**src/rtl/cf_pres_pkg.sv**
```systemverilog
// Package: shared constants, register indices, and the mode register
// type with its pack/unpack helpers. Assumes a 16-bit register data path.
package cf_pres_pkg;

    localparam int DATA_W = 16;
    localparam int IDX_W  = 4;

    localparam logic [IDX_W-1:0] IDX_STATUS = 4'd0;
    localparam logic [IDX_W-1:0] IDX_MODE   = 4'd3;

    // Mode register bit positions (software-visible layout)
    localparam int B_MODE_LO  = 0;
    localparam int B_PLUS     = 2;
    localparam int B_CRST     = 3;
    localparam int B_HOST_EN  = 4;
    localparam int B_TRISTATE = 5;
    localparam int B_UDMA     = 8;
    localparam int B_MWDMA    = 9;
    localparam int B_BLK_LO   = 11;

    // Status word bit positions
    localparam int S_PRESENT = 0;
    localparam int S_CD1     = 2;
    localparam int S_CD2     = 3;
    localparam int S_READY   = 5;
    localparam int S_IORDY   = 6;

    typedef enum logic [1:0] {
        IF_MEMORY   = 2'd0,
        IF_IO       = 2'd1,
        IF_TRUE_IDE = 2'd2,
        IF_RSVD     = 2'd3
    } if_mode_e;

    typedef struct packed {
        logic [1:0] drq_blk;
        logic       mwdma;
        logic       udma;
        logic       tristate;
        logic       host_en;
        logic       card_rst;
        logic       card_plus;
        if_mode_e   mode;
    } mode_reg_t;

    // Build the readback word from the stored fields
    function automatic logic [DATA_W-1:0] pack_mode(input mode_reg_t m);
        logic [DATA_W-1:0] w;
        w = '0;
        w[B_MODE_LO +: 2]  = m.mode;
        w[B_PLUS]          = m.card_plus;
        w[B_CRST]          = m.card_rst;
        w[B_HOST_EN]       = m.host_en;
        w[B_TRISTATE]      = m.tristate;
        w[B_UDMA]          = m.udma;
        w[B_MWDMA]         = m.mwdma;
        w[B_BLK_LO +: 2]   = m.drq_blk;
        return w;
    endfunction

    // Extract fields from a written word
    function automatic mode_reg_t unpack_mode(input logic [DATA_W-1:0] w);
        mode_reg_t m;
        m.mode      = if_mode_e'(w[B_MODE_LO +: 2]);
        m.card_plus = w[B_PLUS];
        m.card_rst  = w[B_CRST];
        m.host_en   = w[B_HOST_EN];
        m.tristate  = w[B_TRISTATE];
        m.udma      = w[B_UDMA];
        m.mwdma     = w[B_MWDMA];
        m.drq_blk   = w[B_BLK_LO +: 2];
        return m;
    endfunction

endpackage

```
**src/rtl/cf_sync_2ff.sv**
```systemverilog
// Two-flop synchroniser, one independent chain per bit.
// Assumes each bit is a slow level; no multi-bit coherency is implied.
module cf_sync_2ff #(
    parameter int         W       = 1,
    parameter logic [W-1:0] RST_VAL = '0
) (
    input  logic         clk,
    input  logic         rst_n,
    input  logic [W-1:0] d_i,
    output logic [W-1:0] q_o
);

    for (genvar b = 0; b < W; b++) begin : g_bit
        logic meta_q;
        logic sync_q;

        // Two-stage capture of an asynchronous level
        always_ff @(posedge clk) begin
            if (!rst_n) begin
                meta_q <= RST_VAL[b];
                sync_q <= RST_VAL[b];
            end else begin
                meta_q <= d_i[b];
                sync_q <= meta_q;
            end
        end

        assign q_o[b] = sync_q;
    end

endmodule

```
**src/rtl/cf_detect_debounce.sv**
```systemverilog
// Presence debouncer: the candidate (both synchronised detect pins low)
// must differ from the held presence for DEB_CYCLES consecutive clocks
// before presence flips; the flip raises a one-clock change pulse.
// Assumes synchronised inputs and DEB_CYCLES >= 1.
module cf_detect_debounce #(
    parameter int DEB_CYCLES = 16
) (
    input  logic clk,
    input  logic rst_n,
    input  logic cd1_n_s,
    input  logic cd2_n_s,
    output logic present_o,
    output logic change_o
);

    localparam int CNT_W = (DEB_CYCLES < 2) ? 1 : $clog2(DEB_CYCLES + 1);
    localparam logic [CNT_W-1:0] CNT_LAST = CNT_W'(DEB_CYCLES - 1);

    logic             cand;
    logic             present_q;
    logic             change_q;
    logic [CNT_W-1:0] cnt_q;

    // Seated only when both pins are pulled low
    assign cand = ~cd1_n_s & ~cd2_n_s;

    // Count consecutive disagreeing samples and flip presence at the limit
    always_ff @(posedge clk) begin
        if (!rst_n) begin
            present_q <= 1'b0;
            change_q  <= 1'b0;
            cnt_q     <= '0;
        end else begin
            change_q <= 1'b0;
            if (cand == present_q) begin
                cnt_q <= '0;
            end else if (cnt_q == CNT_LAST) begin
                present_q <= cand;
                change_q  <= 1'b1;
                cnt_q     <= '0;
            end else begin
                cnt_q <= cnt_q + 1'b1;
            end
        end
    end

    assign present_o = present_q;
    assign change_o  = change_q;

endmodule

```
**src/rtl/cf_mode_regs.sv**
```systemverilog
// Mode register: stores interface mode, card type, reset, enable,
// tri-state, DMA enables and block size. A reserved mode code keeps the
// old mode; a 1->0 host enable write emits a one-clock flush.
// Assumes wr_i is already qualified by the register index.
module cf_mode_regs
    import cf_pres_pkg::*;
(
    input  logic              clk,
    input  logic              rst_n,
    input  logic              wr_i,
    input  logic [DATA_W-1:0] wdata_i,
    output mode_reg_t         mode_o,
    output logic              flush_o
);

    mode_reg_t mode_q;
    mode_reg_t mode_new;
    logic      flush_q;

    // Merge a write, rejecting the reserved interface code
    always_comb begin
        mode_new = unpack_mode(wdata_i);
        if (mode_new.mode == IF_RSVD) begin
            mode_new.mode = mode_q.mode;
        end
    end

    // Register update and soft-reset pulse generation
    always_ff @(posedge clk) begin
        if (!rst_n) begin
            mode_q  <= '0;
            flush_q <= 1'b0;
        end else begin
            flush_q <= wr_i & mode_q.host_en & ~mode_new.host_en;
            if (wr_i) begin
                mode_q <= mode_new;
            end
        end
    end

    assign mode_o  = mode_q;
    assign flush_o = flush_q;

    logic unused_wbits;
    assign unused_wbits = ^{wdata_i[DATA_W-1:13], wdata_i[10], wdata_i[7:6]};

endmodule

```
**src/rtl/cf_presence_ctrl.sv**
```systemverilog
// Top: card presence detection and interface mode control.
// Synchronises socket pins and ready levels, debounces presence,
// exposes a status word and the mode register, drives the mode controls.
// Assumes a single-cycle register write strobe and combinational reads.
module cf_presence_ctrl
    import cf_pres_pkg::*;
#(
    parameter int DEBOUNCE_CYCLES = 16
) (
    input  logic              clk,
    input  logic              rst_n,
    input  logic              cd1_n_i,
    input  logic              cd2_n_i,
    input  logic              card_ready_i,
    input  logic              io_ready_i,
    input  logic              reg_wr_i,
    input  logic [IDX_W-1:0]  reg_idx_i,
    input  logic [DATA_W-1:0] reg_wdata_i,
    output logic [DATA_W-1:0] reg_rdata_o,
    output logic              card_present_o,
    output logic              detect_evt_o,
    output logic [1:0]        if_mode_o,
    output logic              card_plus_o,
    output logic              card_reset_o,
    output logic              host_enable_o,
    output logic              outputs_tristate_o,
    output logic              udma_en_o,
    output logic              mwdma_en_o,
    output logic [1:0]        drq_block_o,
    output logic              xfer_flush_o
);

    logic [1:0] cd_n_s;
    logic [1:0] rdy_s;
    logic       present;
    logic       mode_wr;
    mode_reg_t  mode;
    logic [DATA_W-1:0] status_w;

    // Detect pins reset to "absent" so no spurious insertion is seen
    cf_sync_2ff #(.W(2), .RST_VAL(2'b11)) u_sync_cd (
        .clk   (clk),
        .rst_n (rst_n),
        .d_i   ({cd2_n_i, cd1_n_i}),
        .q_o   (cd_n_s)
    );

    // Ready levels reset to "not ready"
    cf_sync_2ff #(.W(2), .RST_VAL(2'b00)) u_sync_rdy (
        .clk   (clk),
        .rst_n (rst_n),
        .d_i   ({io_ready_i, card_ready_i}),
        .q_o   (rdy_s)
    );

    cf_detect_debounce #(.DEB_CYCLES(DEBOUNCE_CYCLES)) u_debounce (
        .clk       (clk),
        .rst_n     (rst_n),
        .cd1_n_s   (cd_n_s[0]),
        .cd2_n_s   (cd_n_s[1]),
        .present_o (present),
        .change_o  (detect_evt_o)
    );

    assign mode_wr = reg_wr_i && (reg_idx_i == IDX_MODE);

    cf_mode_regs u_mode (
        .clk     (clk),
        .rst_n   (rst_n),
        .wr_i    (mode_wr),
        .wdata_i (reg_wdata_i),
        .mode_o  (mode),
        .flush_o (xfer_flush_o)
    );

    // Assemble the status word
    always_comb begin
        status_w            = '0;
        status_w[S_PRESENT] = present;
        status_w[S_CD1]     = cd_n_s[0];
        status_w[S_CD2]     = cd_n_s[1];
        status_w[S_READY]   = rdy_s[0];
        status_w[S_IORDY]   = rdy_s[1];
    end

    // Read multiplexer
    always_comb begin
        unique case (reg_idx_i)
            IDX_STATUS: reg_rdata_o = status_w;
            IDX_MODE:   reg_rdata_o = pack_mode(mode);
            default:    reg_rdata_o = '0;
        endcase
    end

    assign card_present_o     = present;
    assign if_mode_o          = mode.mode;
    assign card_plus_o        = mode.card_plus;
    assign card_reset_o       = mode.card_rst;
    assign host_enable_o      = mode.host_en;
    assign outputs_tristate_o = mode.tristate;
    assign udma_en_o          = mode.udma;
    assign mwdma_en_o         = mode.mwdma;
    assign drq_block_o        = mode.drq_blk;

endmodule

```
**config.mk**
```make
export PLATFORM = sky130hd
export DESIGN_NAME = cf_presence_ctrl
export DESIGN_NICKNAME = d
export VERILOG_FILES = /design/src/rtl/cf_pres_pkg.sv /design/src/rtl/cf_sync_2ff.sv /design/src/rtl/cf_detect_debounce.sv /design/src/rtl/cf_mode_regs.sv /design/src/rtl/cf_presence_ctrl.sv
export SDC_FILE = /design/constraint.sdc
export NUM_CORES = 1
export LEC_CHECK = 0
export CAP_MARGIN = 30
export CORE_MARGIN = 10
export CORE_UTILIZATION = 42
export CTS_BUF_LIST = sky130_fd_sc_hd__clkbuf_16
export CTS_CLUSTER_DIAMETER = 200
export DETAILED_ROUTE_END_ITERATION = 16
export GPL_TIMING_DRIVEN = 0
export PLACE_DENSITY = 0.92
export RECOVER_POWER = 100
export SYNTH_ARGS = -nofsm -noshare
export SYNTH_HDL_FRONTEND = slang
export SYNTH_SLANG_ARGS = --single-unit
```
**constraint.sdc**
```tcl
create_clock -name clk -period 2.85 [get_ports clk]
set_clock_uncertainty 0.05 [all_clocks]
set_input_delay 0.57 -clock clk [delete_from_list [all_inputs] [get_ports clk]]
set_output_delay 0.57 -clock clk [all_outputs]
set_load 0.05 [all_outputs]
```
==> After elaboration in Yosys (flattened, before gate mapping) <==
Cells that the tools add are included.
{ "totals": {"regBits": 26, "latchBits": 0, "mem_bits_rw": 0, "romBits": 0, "input_bits": 27, "output_inout_bits": 29, "elab_cells": 42, "mem_count": 0} }
{ "classes": {"addsub": 1, "multipliers": 0, "div": 0, "magnitude_cmp": 0, "eq_ne": 4, "shift": 0, "muxes": 2, "n_bitwise": 9, "n_reduce_logical": 6} }
{ "ops": {"columns": ["op", "count"], "rows": [
  ["one-hot mux 13 bit (2 select lines)", 1],
  ["NOT 1 bit", 6],
  ["adder 5 x 1 -> 5 bit, second input constant", 1],
  ["equality test 5 x 4 -> 1 bit, second input constant", 1],
  ["equality test 4 x 2 -> 1 bit, second input constant", 1],
  ["logical NOT 4 bit", 1],
  ["AND reduction 2 bit", 2],
  ["bitwise AND 1 bit", 3],
  ["OR reduction 3 bit", 1],
  ["equality test 2 bit, second input constant", 1],
  ["OR reduction 2 bit", 1],
  ["equality test 1 bit", 1],
  ["logical AND 1 bit", 1],
  ["2-to-1 mux 1 bit", 1]
]} }

==> Logic depth before layout (Yosys ltp) <==
Gate-level depths: netlist (run 1).
{ "depth": {"ltp_word": 5, "ltp_mapped": 6, "ltp_nobuf": 6} }

==> By module <==
From an unflattened synthesis (run 1), not the netlist that was laid out.
{ "unflattened": {"cells_unflattened": 113, "hier_area_um2": 1141.1} }
{ "modules_own_cells": {"columns": ["mod", "instances", "cells_each", "area_per_inst_um2", "seq_area_each_um2"], "rows": [
  ["cf_mode_regs", 1, 35, 414.1, 220.2],
  ["cf_detect_debounce", 1, 28, 282.8, 140.1],
  ["cf_sync_2ff", 2, 10, 120.1, 80.1],
  ["cf_presence_ctrl", 1, 30, 203.9, 0.0]
]} }

==> Least setup slack after synthesis (run 1) <==
No wires, ideal clock.
{ "synth_path": {"path_kind": "in2out", "from": "input port reg_idx_i[1]", "to": "output port reg_rdata_o[0]", "arrival_ps": 1944, "required_ps": 2230, "slack_ps": 286, "path_stages": 3, "n_path_buf": 0, "cell_sequence": "nor2_1 a22oi_1 nor3_1"} }
{ "synth_between": {"elab_chain_len": 2, "elab_cells_between_ends": 3, "cone_classes": "eq/ne: 1; mux: 1; reduce/logical: 1"} }
{ "synth_rtl": {"columns": ["element", "line", "source"], "rows": [
  ["start, declared", "cf_presence_ctrl.sv:17", "input logic [IDX_W-1:0] reg_idx_i,"],
  ["equality test 4 x 2 -> 1 bit or logical NOT 4 bit (tied branches)", "cf_presence_ctrl.sv:88", "unique case (reg_idx_i)"],
  ["one-hot mux 13 bit (2 select lines) (*)", "cf_presence_ctrl.sv:88", null],
  ["end, declared", "cf_presence_ctrl.sv:19", "output logic [DATA_W-1:0] reg_rdata_o,"]
]} }
Every way passes the cells marked *; elsewhere a longest branch is shown, timed or not.

==> Worst setup path in the final report (run 1) <==
{ "layout_path": {"from": "input port reg_idx_i[2]", "to": "output port reg_rdata_o[11]"} }
Same word-level chain as after synthesis.

==> impl_metrics.py, run 1 <==
metrics = {
    "global_routing": {
        "grt_pass1_wl_um": 5100,
        "antenna_found_initial": 0,
        "first_global_vias": 1008,
        "overflow": 0,
        "grt_max_degree": 16,
        "grt_usage_pct": 12.0,
    },
    "die": {
        "fp.coreArea_um2": 2480,
        "io_pins": 56,
        "fp.dieArea_um2": 5020,
        "start_util_pct": 43.9,
        "die_h_um": 70.9,
        "row_count": 18,
        "die_x_um": 70.9,
    },
    "cts": {
        "cts_tree": "yes",
        "root_buffer": "clkbuf_16",
        "clkTransAtPathRegs_ns": 0.06,
        "clock_sinks": 26,
        "cts_buffer_depth": 2,
        "htreeDepth": 1,
        "clkLatencyLatePin_ns": 0.26,
        "hold_buffers": 0,
        "numCtsBuffers": 3,
    },
    "hold_path": {
        "min_from": "u_sync_cd.g_bit[1].meta_q",
        "min_path_cells": 1,
        "whs_endpoint": "u_sync_cd.g_bit[1].sync_q",
        "hold_path_class": "flip-flop to flip-flop",
    },
    "placed_design": {
        "dp_hpwl_um": 2290,
        "post-place-ws_ns": -0.243,
        "port-buffer-count": 43,
        "routabilityCongestion": 0.859,
    },
    "setup_path": {
        "reg2regPathDepth": 6,
        "path_class": "input port to output pin",
        "critPathCaptureType": "output pin",
        "cp-start-kind": "input port",
        "critPathBufInv": 2,
        "slowest_stage": "clkdlybuf4s15_1",
        "cp_data_required_time_ns": 2.23,
        "critical_path.max_stage_delay_ns": 0.49,
        "r2r_setup_slack_ns": 1.40,
        "crit_arrival_ns": 2.15,
        "reg2reg_from": "u_debounce.cnt_q[0]",
        "critPathTopFamily": "buffers and inverters",
        "worstReg2RegEnd": "u_debounce.cnt_q[0]",
        "crit_chain": "clkdlybuf4s50_1 > and4bb_4 > and2_1 > clkdlybuf4s15_1",
        "path_max_fanout": 9,
    },
    "drt": {
        "routed_wl_um": 2980,
        "drc_errors": 0,
        "first_pass_iters": 4,
        "vias_per_cell": 4.87,
        "routedWlPerCell_um": 15.1,
        "vias": 960,
        "route.antenna.remaining_nets": 0,
        "first_iter_violations": 34,
    },
    "sta": {
        "setup_viol_count_final": 0,
        "setup_tns_ns": 0,
        "post-route-period-util_pct": 97.1,
        "fmax_ghz": 0.361,
        "slew_viol_final": 0,
        "worst_pin_slew_ns": 0.657,
        "period_needed_ns": 2.77,
        "hold_viol": 0,
        "worst_slack_ns": 0.0821,
        "rsz0062_at_grt": "false",
        "slew-limit-headroom_pct": 56.2,
    },
    "synthesis": {
        "netlist_top_cells_area": "dfxtp_1 (48%), mux2i_1 (7.4%), and2_1 (6.3%)",
        "synth.distinct_cells": 28,
        "ys_warn_count": 0,
        "yosysSeqAreaShare_pct": 47.9,
        "yosysTopAreaCellShare_pct": 47.9,
        "synth_area_per_cell_um2": 9.37,
        "yosysTopAreaCell": "dfxtp_1",
        "syn_area_um2": 1090,
        "ys_seq_elements": 26,
        "synthCells": 116,
    },
    "finish": {
        "layout_commonest_cell": "dfxtp_1",
        "final-seq-area_um2": 520,
        "multiInputGateArea_um2": 499,
        "drive_gt1_share_pct": 10.2,
        "layout_common_cells": "dfxtp_1 (26), nand2_1 (18), clkdlybuf4s50_1 (16), dlygate4sd3_1 (16), mux2i_1 (8)",
        "n_fill_cell": 212,
        "layout.nets": 197,
        "diodes": 0,
        "area_growth_pct": 50.3,
    },
    "pwr": {
        "leakage_nw": 0.785,
        "pwr_density_cell_nw_per_um2": 530,
        "peakVddDrop_v": 0.000448,
    },
    "status": {
        "status": "finished, final reports clean",
    },
    "flow_run": {
        "cap_violations": 0,
    },
}
==> layer usage <==
metal	routed length [um]	up-vias	global-route usage, %
li1	-	476	-
met1	1210	442	13.2
met2	1460	36	20.5
met3	269	6	5.44
met4	34	0	3.23
met5	0	-	0
==> worst max path at each step <==
stage                       from              end  slack (ns)  depth (start not counted)
floorplan           reg_idx_i[1]   reg_rdata_o[0]        0.29                          3
global placement    reg_idx_i[2]  reg_rdata_o[12]       -0.21                          4
finish              reg_idx_i[2]  reg_rdata_o[11]        0.08                          4
global route        reg_idx_i[2]  reg_rdata_o[11]        0.02                          4
CTS                 reg_idx_i[2]   reg_rdata_o[8]        0.03                          4
detailed placement  reg_idx_i[2]   reg_rdata_o[8]       -0.24                          4
==> worst register-to-register path, stage by stage (launching register included) <==
cell	delay, ns
dfxtp_1	0.33
ha_1	0.22
and3_1	0.19
ha_1	0.20
inv_1	0.08
o211ai_1	0.17
nor2_1	0.15
==> registers in the layout (all words and copies together) (netlist names) <==
| register | count |
|---|---|
| u_debounce.change_o | 1 |
| u_debounce.cnt_q | 5 |
| u_debounce.present_o | 1 |
| u_mode.flush_o | 1 |
| u_mode.mode_o | 10 |
| u_sync_cd.g_bit.meta_q | 2 |
| u_sync_cd.g_bit.sync_q | 2 |
| u_sync_rdy.g_bit.meta_q | 2 |
| u_sync_rdy.g_bit.sync_q | 2 |
==> repair_timing <==
item	4_1_cts	5_1_grt
resized for setup	11	13
endpoints found under the setup margin	11	7
endpoints found under the hold margin	0	0
buffers inserted	0	0
==> cell usage after synthesis <==
cell	n
a21oi_1	1
a22oi_1	4
a31o_2	2
and2_1	11
and3_1	1
and4bb_4	1
buf_2	1
buf_4	5
buf_6	1
clkbuf_1	2
conb_1	1
dfxtp_1	26
ha_1	2
inv_1	5
mux2i_1	8
nand2_1	17
nand2_2	1
nand2b_1	4
nand3_1	1
nor2_1	6
nor2b_1	1
nor3_1	7
nor3b_1	1
o211a_1	3
o211ai_1	1
o21a_1	1
xnor2_1	1
xor2_1	1
==> power by group <==
part	internal [W]	switching, W
clock	0.000279	0.000124
sequential	0.000370	0.00000392
combinational	0.0000399	0.0000483
total	0.000690	0.000176
==> metrics by stage <==
stage	hold WS, ns	util (%)	power [W]	instance area, um2	std cells
3_5_place_dp	0.360	63.4	0.000473	1570	193
3_3_place_gp	0.341	63.4	0.000470	1570	193
2_1_floorplan	0.336	-	0.000432	1100	120
5_1_grt	0.383	66.0	0.000895	1630	197
4_1_cts	0.373	67.1	0.000873	1660	197
6_report	0.375	66.0	0.000866	1630	197
==> layout make-up <==
class | count | area share [%]
plain buffers | 9 | 3.22
clock buffers | 3 | 4.59
clock inverters | 1 | 1.84
inverters | 5 | 1.15
multi-input cells | 80 | 30.6
flip-flops and latches | 26 | 31.9
well taps | 30 | 2.30
repair buffers | 43 | 24.5
==> cells by family after synthesis <==
logic type                 share of synthesized area (%)
and+or+nand+nor                                     24.2
xor gates and xnor gates                            1.61
muxes                                               7.37
adders and majority gates                           2.30
AOI/OAI and AO/OA                                   8.98
DFF                                                 47.9
other                                              0.345
buffers and inverters                               7.37
Note: power is estimated with default switching activity, not from simulation.
==> inputs of run 2 (changes only) <==
--- a/config.mk
+++ b/config.mk
@@ -14,6 +14,7 @@
 export GPL_TIMING_DRIVEN = 0
 export PLACE_DENSITY = 0.92
 export RECOVER_POWER = 100
+export SKIP_CTS_REPAIR_TIMING = 1
 export SYNTH_ARGS = -nofsm -noshare
 export SYNTH_HDL_FRONTEND = slang
 export SYNTH_SLANG_ARGS = --single-unit
==> impl_metrics.py, run 2 (synthesis gave the netlist of run 1 again) <==
metrics = {
    "drt": {
        "route.antenna.remaining_nets": 0,
        "vias_per_cell": 4.88,
        "first_pass_iters": 6,
        "routed_wl_um": 2980,
        "vias": 962,
        "routedWlPerCell_um": 15.1,
        "drc_errors": 0,
        "first_iter_violations": 28,
    },
    "finish": {
        "layoutNonFillerInstCount": 197,
        "layout_common_cells": "dfxtp_1 (26), nand2_1 (18), clkdlybuf4s50_1 (16), dlygate4sd3_1 (16), clkbuf_1 (9)",
        "n_fill_cell": 206,
        "drive_gt1_share_pct": 7.19,
        "diodes": 0,
        "layout_commonest_cell": "dfxtp_1",
        "area_growth_pct": 51.6,
        "design_area_um2": 1650,
        "largest_reg_flops": 10,
        "layout.nets": 197,
    },
    "placed_design": {
        "routabilityCongestion": 0.859,
        "placed_cells_incl_taps": 193,
        "dp_hpwl_um": 2290,
        "port-buffer-count": 43,
        "placed_cell_area_um2": 1570,
    },
    "die": {
        "die_h_um": 70.9,
        "die_x_um": 70.9,
        "io_pins": 56,
        "row_count": 18,
        "fp.coreArea_um2": 2480,
        "start_util_pct": 43.9,
        "fp.dieArea_um2": 5020,
    },
    "global_routing": {
        "overflow": 0,
        "grt_usage_pct": 12.0,
        "first_global_vias": 1008,
        "antenna_found_initial": 0,
        "grt_pass1_wl_um": 5100,
        "grt_max_degree": 16,
    },
    "cts": {
        "root_buffer": "clkbuf_16",
        "numCtsBuffers": 3,
        "cts_tree": "yes",
        "clkLatencyLatePin_ns": 0.26,
        "clkTransAtPathRegs_ns": 0.06,
        "clock_sinks": 26,
        "htreeDepth": 1,
        "cts_buffer_depth": 2,
    },
    "pwr": {
        "power.internal_w": 0.000689,
        "seq_power_share_pct": 43.2,
        "clockPowerShare_pct": 46.6,
        "switchingPower_w": 0.000176,
        "netSwitchingFraction_pct": 20.4,
        "leakage_nw": 0.861,
        "peakVddDrop_v": 0.000449,
        "pwr_density_cell_nw_per_um2": 525,
        "combPwrFrac_pct": 10.1,
    },
    "status": {
        "status": "finished, final reports clean",
    },
    "sta": {
        "setup_tns_ns": 0,
        "setup_viol_count_final": 0,
        "fmax_ghz": 0.365,
        "rsz0062_at_grt": "false",
        "post-route-period-util_pct": 96.0,
        "whs_ns": 0.374,
        "worst_pin_slew_ns": 0.657,
        "slew_viol_final": 0,
        "hold_viol": 0,
        "slew-limit-headroom_pct": 56.2,
        "period_needed_ns": 2.74,
    },
    "setup_path": {
        "critPathCaptureType": "output pin",
        "path_class": "input port to output pin",
        "cp_data_required_time_ns": 2.23,
        "crit_arrival_ns": 2.12,
        "cp-start-kind": "input port",
        "path_max_fanout": 9,
    },
    "flow_run": {
        "cap_violations": 0,
    },
    "hold_path": {
        "hold_path_class": "flip-flop to flip-flop",
    },
}
-- run 2: changes by cell type in the layout (fill, tap and decap cells not counted), sizes merged --
| cell | change |
|---|---|
| dlygate4sd2 | -4 |
| dlymetal6s2s | +6 |
| clkdlybuf4s15 | -2 |
-- run 2: layout make-up --
type	count	area, um2	area share, %
Clock inverter	1	30.0	1.82
Multi-Input combinational cell	80	499	30.3
Timing Repair Buffer	43	414	25.1
Sequential cell	26	520	31.6
Tap cell	30	37.5	2.28
Inverter	5	18.8	1.14
Clock buffer	3	75.1	4.56
Buffer	9	52.6	3.19
-- run 2: worst max-delay path: stages --
cell and delay (ns):
clkdlybuf4s50_1 0.48, and4bb_4 0.44, and2_1 0.15, clkbuf_1 0.47
-- run 2: power groups by stage --
stage / combinational (W) / sequential [W] / clock [W]
after global routing: 0.0000937 / 0.000375 / 0.000426
after floorplan: 0.0000444 / 0.000388 / 0
final: 0.0000878 / 0.000374 / 0.000403
after CTS: 0.0000911 / 0.000374 / 0.000408
after global placement: 0.0000880 / 0.000382 / 0
after detailed placement: 0.0000903 / 0.000382 / 0
-- run 2: metal layers --
metal  vias to the layer above  track usage [%]  wire, um
li1                        477                -         -
met1                       441             13.2      1230
met2                        38             20.5      1470
met3                         6             5.44       242
met4                         0             3.23        34
met5                         -                0         0
-- run 2: final timing paths --
| check | startpoint | end | slack (ns) | depth (start not counted) |
|---|---|---|---|---|
| worst max-delay path | reg_idx_i[2] | reg_rdata_o[11] | 0.11 | 4 |
| worst min-delay path | u_sync_cd.g_bit[1].meta_q | u_sync_cd.g_bit[1].sync_q | 0.37 | 1 |
| worst max register to register | u_debounce.cnt_q[0] | u_debounce.cnt_q[0] | 1.40 | 6 |
| worst min register to register | u_sync_cd.g_bit[1].meta_q | u_sync_cd.g_bit[1].sync_q | 0.37 | 1 |
-- run 2: stage by stage --
stage          worst slack (ns)  utilization, %  power [W]
2_1_floorplan             0.286               -   0.000432
3_3_place_gp             -0.211            63.4   0.000470
3_5_place_dp             -0.243            63.4   0.000473
4_1_cts                  -0.244            67.6   0.000873
5_1_grt                  0.0301            66.5   0.000894
6_report                  0.114            66.5   0.000866
